--- config.mk ---
export PLATFORM = sky130hd
export DESIGN_NAME = evt_fifo_ctrl
export DESIGN_NICKNAME = d
export VERILOG_FILES = /design/src/rtl/fifo_evt_pkg.sv /design/src/rtl/evt_byte_fifo.sv /design/src/rtl/evt_irq_status.sv /design/src/rtl/evt_fifo_ctrl.sv
export SDC_FILE = /design/constraint.sdc
export NUM_CORES = 2
export LEC_CHECK = 0
export ABC_AREA = 1
export BUFFER_PORTS_ARGS = -buffer_cell sky130_fd_sc_hd__buf_2
export CAP_MARGIN = 40
export CELL_PAD_IN_SITES_DETAIL_PLACEMENT = 1
export CELL_PAD_IN_SITES_GLOBAL_PLACEMENT = 2
export CORE_MARGIN = 3
export CORE_UTILIZATION = 38
export CTS_BUF_LIST = sky130_fd_sc_hd__clkbuf_16
export DETAILED_ROUTE_END_ITERATION = 6
export PLACE_DENSITY_LB_ADDON = 0.15
export SETUP_SLACK_MARGIN = 0.05
export SYNTH_ARGS = -nofsm -noshare
export SYNTH_HDL_FRONTEND = slang
export SYNTH_SLANG_ARGS = --single-unit
--- constraint.sdc ---
create_clock -name clk_i -period 2.4 [get_ports clk_i]
set_input_delay 0.36 -clock clk_i [delete_from_list [all_inputs] [get_ports clk_i]]
set_output_delay 0.36 -clock clk_i [all_outputs]
set_load 0.02 [all_outputs]
--- src/rtl/fifo_evt_pkg.sv ---
package fifo_evt_pkg;
  // control word field positions (software decodes these)
  localparam int RXLVL_LSB = 0;
  localparam int RXDMA_BIT = 8;
  localparam int RXRST_BIT = 15;
  localparam int TXLVL_LSB = 16;
  localparam int TXDMA_BIT = 24;
  localparam int TXRST_BIT = 31;
  localparam int LVL_W     = 8;
  // interrupt sources, same bit in enable and status words
  localparam int NSRC      = 4;
  localparam int SRC_STEP  = 4;
  localparam int SRC_RXRDY = 0;
  localparam int SRC_TXREQ = 4;
  localparam int SRC_RXOVF = 8;
  localparam int SRC_DONE  = 12;

  typedef struct packed {
    logic             tx_rst;
    logic             tx_dma;
    logic [LVL_W-1:0] tx_lvl;
    logic             rx_rst;
    logic             rx_dma;
    logic [LVL_W-1:0] rx_lvl;
  } cfg_t;
endpackage

--- src/rtl/evt_byte_fifo.sv ---
module evt_byte_fifo #(
  parameter int DEPTH = 128,
  parameter int CNT_W = 8
) (
  input  logic             clk_i,
  input  logic             rst_ni,
  input  logic             flush_i,
  input  logic             push_i,
  input  logic [7:0]       data_i,
  input  logic             pop_i,
  output logic [7:0]       data_o,
  output logic [CNT_W-1:0] count_o,
  output logic             full_o
);
  localparam int AW = $clog2(DEPTH);
  localparam int LW = $clog2(DEPTH + 1);

  logic [7:0]    mem_q [DEPTH];
  logic [AW-1:0] wr_q, rd_q;
  logic [LW-1:0] cnt_q;
  logic          push_ok, pop_ok;

  assign full_o  = (cnt_q == LW'(DEPTH));
  assign push_ok = push_i && !full_o && !flush_i;
  assign pop_ok  = pop_i && (cnt_q != '0) && !flush_i;

  always_ff @(posedge clk_i or negedge rst_ni) begin
    if (!rst_ni) begin
      wr_q  <= '0;
      rd_q  <= '0;
      cnt_q <= '0;
    end else if (flush_i) begin
      wr_q  <= '0;
      rd_q  <= '0;
      cnt_q <= '0;
    end else begin
      if (push_ok) wr_q <= wr_q + 1'b1;
      if (pop_ok)  rd_q <= rd_q + 1'b1;
      if (push_ok && !pop_ok)      cnt_q <= cnt_q + 1'b1;
      else if (pop_ok && !push_ok) cnt_q <= cnt_q - 1'b1;
    end
  end

  always_ff @(posedge clk_i) begin
    if (push_ok) mem_q[wr_q] <= data_i;
  end

  assign data_o  = mem_q[rd_q];
  assign count_o = CNT_W'(cnt_q);
endmodule

--- src/rtl/evt_irq_status.sv ---
module evt_irq_status
  import fifo_evt_pkg::*;
(
  input  logic        clk_i,
  input  logic        rst_ni,
  input  logic [31:0] set_i,
  input  logic        w1c_we_i,
  input  logic        en_we_i,
  input  logic [31:0] wdata_i,
  output logic [31:0] sts_o,
  output logic [31:0] en_o,
  output logic        irq_o
);
  logic [NSRC-1:0] sts_q, en_q;

  for (genvar g = 0; g < NSRC; g++) begin : g_src
    localparam int POS = g * SRC_STEP;
    always_ff @(posedge clk_i or negedge rst_ni) begin
      if (!rst_ni) begin
        sts_q[g] <= 1'b0;
        en_q[g]  <= 1'b0;
      end else begin
        // set has priority over a same-cycle clear
        if (set_i[POS])                  sts_q[g] <= 1'b1;
        else if (w1c_we_i && wdata_i[POS]) sts_q[g] <= 1'b0;
        if (en_we_i) en_q[g] <= wdata_i[POS];
      end
    end
    assign sts_o[POS] = sts_q[g];
    assign en_o[POS]  = en_q[g];
    for (genvar k = 1; k < SRC_STEP; k++) begin : g_pad
      assign sts_o[POS+k] = 1'b0;
      assign en_o[POS+k]  = 1'b0;
    end
  end
  for (genvar p = NSRC * SRC_STEP; p < 32; p++) begin : g_hi
    assign sts_o[p] = 1'b0;
    assign en_o[p]  = 1'b0;
  end

  assign irq_o = |(sts_q & en_q);
endmodule

--- src/rtl/evt_fifo_ctrl.sv ---
module evt_fifo_ctrl
  import fifo_evt_pkg::*;
#(
  parameter int DEPTH = 128
) (
  input  logic        clk_i,
  input  logic        rst_ni,
  input  logic        cfg_we_i,
  input  logic        ien_we_i,
  input  logic        w1c_we_i,
  input  logic [31:0] wdata_i,
  input  logic        tx_push_i,
  input  logic [7:0]  tx_data_i,
  input  logic        tx_pop_i,
  output logic [7:0]  tx_data_o,
  input  logic        rx_push_i,
  input  logic [7:0]  rx_data_i,
  input  logic        rx_pop_i,
  output logic [7:0]  rx_data_o,
  input  logic        xfer_done_i,
  output logic [31:0] cfg_o,
  output logic [31:0] int_en_o,
  output logic [31:0] int_sts_o,
  output logic [31:0] fifo_sts_o,
  output logic        irq_o,
  output logic        rx_dma_req_o,
  output logic        tx_dma_req_o
);
  localparam int CNT_W = LVL_W;

  cfg_t             cfg_q;
  logic [CNT_W-1:0] rx_cnt, tx_cnt;
  logic             rx_full, tx_full;
  logic             rx_hit, tx_hit;
  logic [31:0]      set_vec;

  always_ff @(posedge clk_i or negedge rst_ni) begin
    if (!rst_ni) begin
      cfg_q <= '0;
    end else if (cfg_we_i) begin
      cfg_q.rx_lvl <= wdata_i[RXLVL_LSB +: LVL_W];
      cfg_q.rx_dma <= wdata_i[RXDMA_BIT];
      cfg_q.rx_rst <= wdata_i[RXRST_BIT];
      cfg_q.tx_lvl <= wdata_i[TXLVL_LSB +: LVL_W];
      cfg_q.tx_dma <= wdata_i[TXDMA_BIT];
      cfg_q.tx_rst <= wdata_i[TXRST_BIT];
    end else begin
      cfg_q.rx_rst <= 1'b0;
      cfg_q.tx_rst <= 1'b0;
    end
  end

  evt_byte_fifo #(.DEPTH(DEPTH), .CNT_W(CNT_W)) u_rx (
    .clk_i, .rst_ni,
    .flush_i(cfg_q.rx_rst), .push_i(rx_push_i), .data_i(rx_data_i),
    .pop_i(rx_pop_i), .data_o(rx_data_o), .count_o(rx_cnt), .full_o(rx_full)
  );

  evt_byte_fifo #(.DEPTH(DEPTH), .CNT_W(CNT_W)) u_tx (
    .clk_i, .rst_ni,
    .flush_i(cfg_q.tx_rst), .push_i(tx_push_i), .data_i(tx_data_i),
    .pop_i(tx_pop_i), .data_o(tx_data_o), .count_o(tx_cnt), .full_o(tx_full)
  );

  assign rx_hit = (rx_cnt >= cfg_q.rx_lvl);
  assign tx_hit = (tx_cnt <= cfg_q.tx_lvl);

  always_comb begin
    set_vec            = '0;
    set_vec[SRC_RXRDY] = rx_hit;
    set_vec[SRC_TXREQ] = tx_hit;
    set_vec[SRC_RXOVF] = rx_push_i && rx_full;
    set_vec[SRC_DONE]  = xfer_done_i;
  end

  evt_irq_status u_sts (
    .clk_i, .rst_ni,
    .set_i(set_vec), .w1c_we_i(w1c_we_i), .en_we_i(ien_we_i), .wdata_i(wdata_i),
    .sts_o(int_sts_o), .en_o(int_en_o), .irq_o(irq_o)
  );

  assign rx_dma_req_o = cfg_q.rx_dma && rx_hit;
  assign tx_dma_req_o = cfg_q.tx_dma && tx_hit;

  always_comb begin
    cfg_o = '0;
    cfg_o[RXLVL_LSB +: LVL_W] = cfg_q.rx_lvl;
    cfg_o[RXDMA_BIT]          = cfg_q.rx_dma;
    cfg_o[RXRST_BIT]          = cfg_q.rx_rst;
    cfg_o[TXLVL_LSB +: LVL_W] = cfg_q.tx_lvl;
    cfg_o[TXDMA_BIT]          = cfg_q.tx_dma;
    cfg_o[TXRST_BIT]          = cfg_q.tx_rst;
  end

  assign fifo_sts_o = {8'h00, tx_cnt, 8'h00, rx_cnt};

  logic unused_tx_full;
  assign unused_tx_full = tx_full;
endmodule

Word level (Yosys, flattened, before mapping). Memory sizes are Yosys's and may differ from the RTL's. Cells that the tools add are included.

Bits in registers: 72. RAM bits: 2048. Input port bits: 58. Output and inout port bits: 147. Memories kept: 2.

Add/sub/neg operators: 8. Magnitude comparators: 2. Eq/ne operators: 2. Mux-type cells: 28. Bitwise gates (word level): 1. Reductions and logical operators: 40.

Memory list: u_rx.mem_q (depth 128, width 8, rd ports 1, clocked after memory_dff 0, wr ports 1, RTL line evt_byte_fifo.sv:18) `logic [7:0] mem_q [DEPTH];`; u_tx.mem_q (depth 128, width 8, rd ports 1, clocked after memory_dff 0, wr ports 1, RTL line evt_byte_fifo.sv:18).

Operators with widths (count): 7-bit 2-to-1 mux (8); 8-bit 2-to-1 mux (6); 7-bit by 1-bit adder with 7-bit output (second input constant) (4); 1-bit logical AND (19); 8-bit by 1-bit adder with 8-bit output (second input constant) (2); 8-bit == test (second input constant) (2); 2-bit nonzero test (8); 8-bit nonzero test (2); 8-bit by 1-bit subtractor with 8-bit output (second input constant) (2); 1-bit 2-to-1 mux (14); 8-bit greater-or-equal comparator (1); 8-bit less-or-equal comparator (1); 1-bit zero test (8); 3-bit nonzero test (2); 4-bit AND (1); 4-bit OR reduction (1).

Depth between registers and ports, before layout.
Word-level depth: 9. Depth in mapped cells: 17. Depth with buffers taken out: 15.

Hierarchy. Synthesis repeated with hierarchy kept, for this count alone.

Cells, all modules: 8871. Area, all modules: 91854.3 sq um.

By module, submodules not included: evt_byte_fifo at u_tx (instances 1, cells an instance 4314, area an instance 44993.2 sq um); evt_byte_fifo at u_rx (instances 1, cells an instance 4288, area an instance 44699.1 sq um); evt_fifo_ctrl (instances 1, cells an instance 167, area an instance 1393.8 sq um); evt_irq_status (instances 1, cells an instance 102, area an instance 768.2 sq um).

Least setup slack after synthesis. OpenSTA, ideal clock, no wires.

Path type: register -> register. Start point: register u_tx.cnt_q[7] (netlist: u_tx.count_o[7]). End point: register u_tx.cnt_q[6] (netlist: u_tx.count_o[6]). Arrival time: 2345 ps. Data required time: 2274 ps. Slack: -71 ps. Cell stages (with the launch flop): 16. Cells stage by stage: dfrtp_1 -> inv_1 -> nor2_1 -> nand4_1 -> nand3_1 -> nor2_1 -> inv_1 -> ha_1 -> nand2_1 -> o21ai_0 -> a21o_1 -> nand2_1 -> nand2_1 -> nand2_1 -> nand3_1 -> o21ai_0.

Word-level cells in the longest chain between the ends: 7. Elaborated cells on any way between the ends: 14. Those cells by class: eq/ne (1); mux (2); reduce/logical (11).

Ends and longest elaborated chain: start: declaration (RTL line evt_byte_fifo.sv:20) `logic [LW-1:0] cnt_q;`; start signal: assignment (RTL line evt_byte_fifo.sv:39) `if (push_ok && !pop_ok) cnt_q <= cnt_q + 1'b1;`; start signal: assignment (RTL line evt_byte_fifo.sv:40) `else if (pop_ok && !push_ok) cnt_q <= cnt_q - 1'b1;`; 8-bit == test / 8-bit nonzero test (equally long branches) (RTL line evt_byte_fifo.sv:23, evt_byte_fifo.sv:25); 1-bit zero test / 1-bit logical AND (equally long branches) (RTL line evt_byte_fifo.sv:24, evt_byte_fifo.sv:25); 1-bit logical AND (on tied branches) (RTL line evt_byte_fifo.sv:24, evt_byte_fifo.sv:25); 1-bit logical AND / 1-bit zero test (equally long branches) (RTL line evt_byte_fifo.sv:24, evt_byte_fifo.sv:39); 1-bit logical AND / 1-bit zero test (equally long branches) (RTL line evt_byte_fifo.sv:39, evt_byte_fifo.sv:40); 8-bit 2-to-1 mux / 1-bit logical AND (equally long branches) (RTL line evt_byte_fifo.sv:39, evt_byte_fifo.sv:40); 8-bit 2-to-1 mux / 3-bit nonzero test (equally long branches).

Parallel ways exist; a longest one is shown, timed or not. A chain may end at the register's enable or synchronous reset.

Final worst setup path.
Start point: register u_rx.rd_q[0]. End point: output rx_data_o[3].

Word-level cells in the longest chain between the ends: 1.

Ends and longest elaborated chain: start: declaration (RTL line evt_byte_fifo.sv:19) `logic [AW-1:0] wr_q, rd_q;`; start signal: assignment (RTL line evt_byte_fifo.sv:38) `if (pop_ok) rd_q <= rd_q + 1'b1;`; memory 128 x 8 bit; end: declaration (RTL line evt_fifo_ctrl.sv:19) `output logic [7:0] rx_data_o,`.

No other way between the ends.

==> results by group <==
Timing
  – Worst Tran Pin Value: 0.910 ns
  – Hold Worst Slack: between 0.09 and 0.1 ns
  – Final Worst Setup Slack: -1.26 ns
  – Worst slew margin: about two fifths
  – FMAX: about 270 MHz
  – RSZ-0062 raised after global routing: yes
  – Crit share post-route: 153%
  – Hold Fails Final Rpt: 0
  – Fin crit period: ~3.7 ns
  – Setup Total Neg Slack: -27.09 ns
  – Endpoints failing setup: 239
  – Final Skew: around 0.038 ns
  – Final Max Tran Viols: 0

Synthesis
  – Cell count after synthesis: 8826
  – Post-synth cell types: 39
  – Synth area leader: edfxtp_1
  – Yosys top cell area share: 67.2%
  – Share of the yosys chip area belonging to registers: 69.1%
  – Synth area leaders: edfxtp_1, nand2_1, nor2_1, nand3_1, inv_1
  – YS warnings: 0
  – Mapped cell area: 0.0915 mm^2
  – Fraction of registers with async set/reset: around 3.4%
  – Post-synth EDFFs: 2048
  – Yosys reg bits: 2120
  – Synth Flop Type: edfxtp_1
  – Avg Cell Area, Syn: about 10 um^2

Finish
  – Design area: around 0.12 mm^2
  – Share of cells above drive strength 1: approximately a fifth
  – Final Util: about half
  – Area growth syn-to-layout: 27.2%
  – Nets: approximately 10000
  – Non-Filler Instances: 13093

Clock tree
  – Worst skew pair latency: slightly below 0.9 ns
  – CTS Root Cell: clkbuf_16
  – Number of CTS-inserted buffers: 232
  – CTS tree: yes
  – CTS sink cnt: approximately 2100
  – H-tree Lvls: 4
  – Clock transition at path regs: about 0.06 ns
  – Clock buffer depth: 3

Place
  – Inst Count DP: between 10000 and 15000
  – Pre-CTS WS: -0.933 ns
  – Port-buffer cells: ~110
  – RePlAce Congestion: about 0.84
  – Placed cell areas: 0.101 mm^2
  – DPL Wire Length: around 190000 um

Power
  – Sw Share: 34.2%
  – Clock Power Share: between 20% and 30%
  – Worst IR Drop VDD: approximately 0.00075 V
  – Comb pwr share: between 30% and 40%
  – Reg power frac: between 30% and 40%
  – Total power: between 100 and 150 mW
  – Switch Pwr: between 30 and 40 mW
  – Pwr Density: approximately 990 mW/mm^2
  – Pint: between 70 and 80 mW
  – LEAKAGE: 46.8 nW

Critical path
  – CP Max Fanout: 23
  – Launching point of the worst reg2reg path: u_tx.count_o[7]
  – WP data required: between 2 and 2.5 ns
  – CP Capture Type: output port
  – Crit path launch type: flop
  – R2R setup slack: -0.28 ns
  – WS Path Type: reg -> out
  – RR Endpoint: u_tx.count_o[5]
  – Arr. time, crit path: roughly 3.3 ns
  – R2R cell count: 17
  – CP startpoint: u_rx.rd_q[0]

Drt
  – DR vias: around 67000
  – Post-Route WL: 304000 um
  – First-pass DRT Iterations: 6
  – Post-DR wirelength/cell: 23.2 um
  – # DRC: 0
  – Routed Antenna Nets: 0
  – Vias per inst: 5.09
  – 1st-iter DRT viols: 5139

Global routing
  – Vias in the first global route: 68940
  – GRT Resource Usage Total: 23.9%
  – GRT Residual Overflow: 0
  – Pin count of the biggest net entering global routing: 81
  – First-pass GRT wire length: 448000 um
  – Initial antenna violation count: 6

Outcome
  – Status: finished, violations left
  – Failing checks: negative setup slack

Worst hold path
  – Hold path depth: 6
  – Hold Path End: u_rx.rd_q[5]
  – HP Start: rx_pop_i
  – HP Class: in -> reg

Floorplanning
  – Die Ht: ~500 um
  – IO Count: around 210
  – Site Rows: 179
  – Initial Util: around two fifths
  – Core area: 0.239 mm^2
  – Die X: between 400 and 500 um
  – Die Footprint: 0.247 mm^2

Flow run
  – Max_cap viols: 0
[registers in the layout (all words and copies together), names as in the netlist, 8 cells and up]
| signal | count |
|---|---|
| u_tx.count_o | 8 |
| u_tx.mem_q | 1024 |
| u_rx.mem_q | 1024 |
| cfg_o | 20 |
| u_rx.count_o | 8 |
[placed cells by master (no fill, tap or decap), drive strengths merged, types with 32 or more instances in the layout]
master / netlist / layout
nand2: 2685 / 2685
a21oi: 50 / 50
ha: 32 / 32
nand3: 861 / 861
clkinv: 8 / 108
dfrtp: 72 / 72
clkbuf: 132 / 247
nor2: 1199 / 1199
conb: 1 / 84
inv: 826 / 902
edfxtp: 2048 / 2048
buf: 396 / 993
dlygate4sd3: 0 / 80
o21ai: 433 / 433
[logic make-up after synthesis]
family / Yosys count / share of synthesized area (%)
AOI/OAI and AO/OA: 502 / 2.79
xor gates and xnor gates: 11 / 0.105
adders and majority gates: 34 / 0.481
buffers and inverters: 1362 / 6.45
DFF: 2120 / 69.1
muxes: 7 / 0.0861
other: 1 / 0.00410
and+or+nand+nor: 4789 / 20.9
[synthesized netlist by cell type, drive strengths merged (6+ instances only)]
library cell,number
a21oi,50
and3,8
buf,396
clkbuf,132
clkinv,8
dfrtp,72
edfxtp,2048
ha,32
inv,826
mux2,7
nand2,2685
nand3,861
nand4,25
nor2,1199
o21ai,433
o22ai,7
xor2,6
[layer usage]
layer  up-vias  share of wire [%]  global-route usage, %
met1     33886                 47                   35.0
li1      30822                  -                      -
met5         -                  0                      0
met3       368                5.1                   3.01
met2      1624                 46                   38.2
met4         0                1.8                   5.12
[power by group through the flow]
stage	clock network (mW)	logic (mW)	registers, mW
floorplan	0	17.1	42.2
global placement	0	32.1	42.1
detailed placement	0	32.5	42.1
CTS	35.2	37.8	41.4
global route	36.7	43.2	41.4
finish	34.4	39.9	41.4
[how the worst max path moves through the flow]
stage,slack [ns],end
final,-1.26,rx_data_o[3]
after floorplan,-0.06,u_tx.mem_q[41][0]
after global routing,-1.40,rx_data_o[6]
after detailed placement,-0.93,rx_data_o[3]
after global placement,-0.90,rx_data_o[3]
after CTS,-1.32,rx_data_o[3]
[cell type report]
| type | count | area, um^2 |
|---|---|---|
| Clock inverter | 196 | 1440 |
| Timing Repair Buffer | 1106 | 13000 |
| Inverter | 834 | 3210 |
| Clock buffer | 233 | 5830 |
| Sequential cell | 2120 | 63300 |
| Tap cell | 3167 | 3960 |
| Antenna cell | 4 | 10.0 |
| Fill cell | 25504 | 122000 |
| Multi-Input combinational cell | 5427 | 25600 |
| Timing Repair inverter | 6 | 98.8 |
[critical path, cell delays in order, from the launching register on]
cell and delay (ns):
dfrtp_4 0.53, buf_12 0.18, inv_16 0.15, buf_12 0.19, nand2_1 0.06, nand2_1 0.06
nand2_1 0.05, nand3_1 0.09, nand3_1 0.20, nand2_2 0.16, nand2_1 0.09, nor2_4 0.19
nor2_4 0.07, nor2_4 0.13, buf_4 0.14, buf_6 0.12
[what timing repair did]
action	in CTS	in global routing
pin swaps	134	150
gates cloned	49	15
buffers inserted	57	65
hold buffers	81	0
endpoints found under the setup margin	1225	1469
endpoints found under the hold margin	551	0
gates resized for setup	550	633
Power figures use the tool's default switching activity.
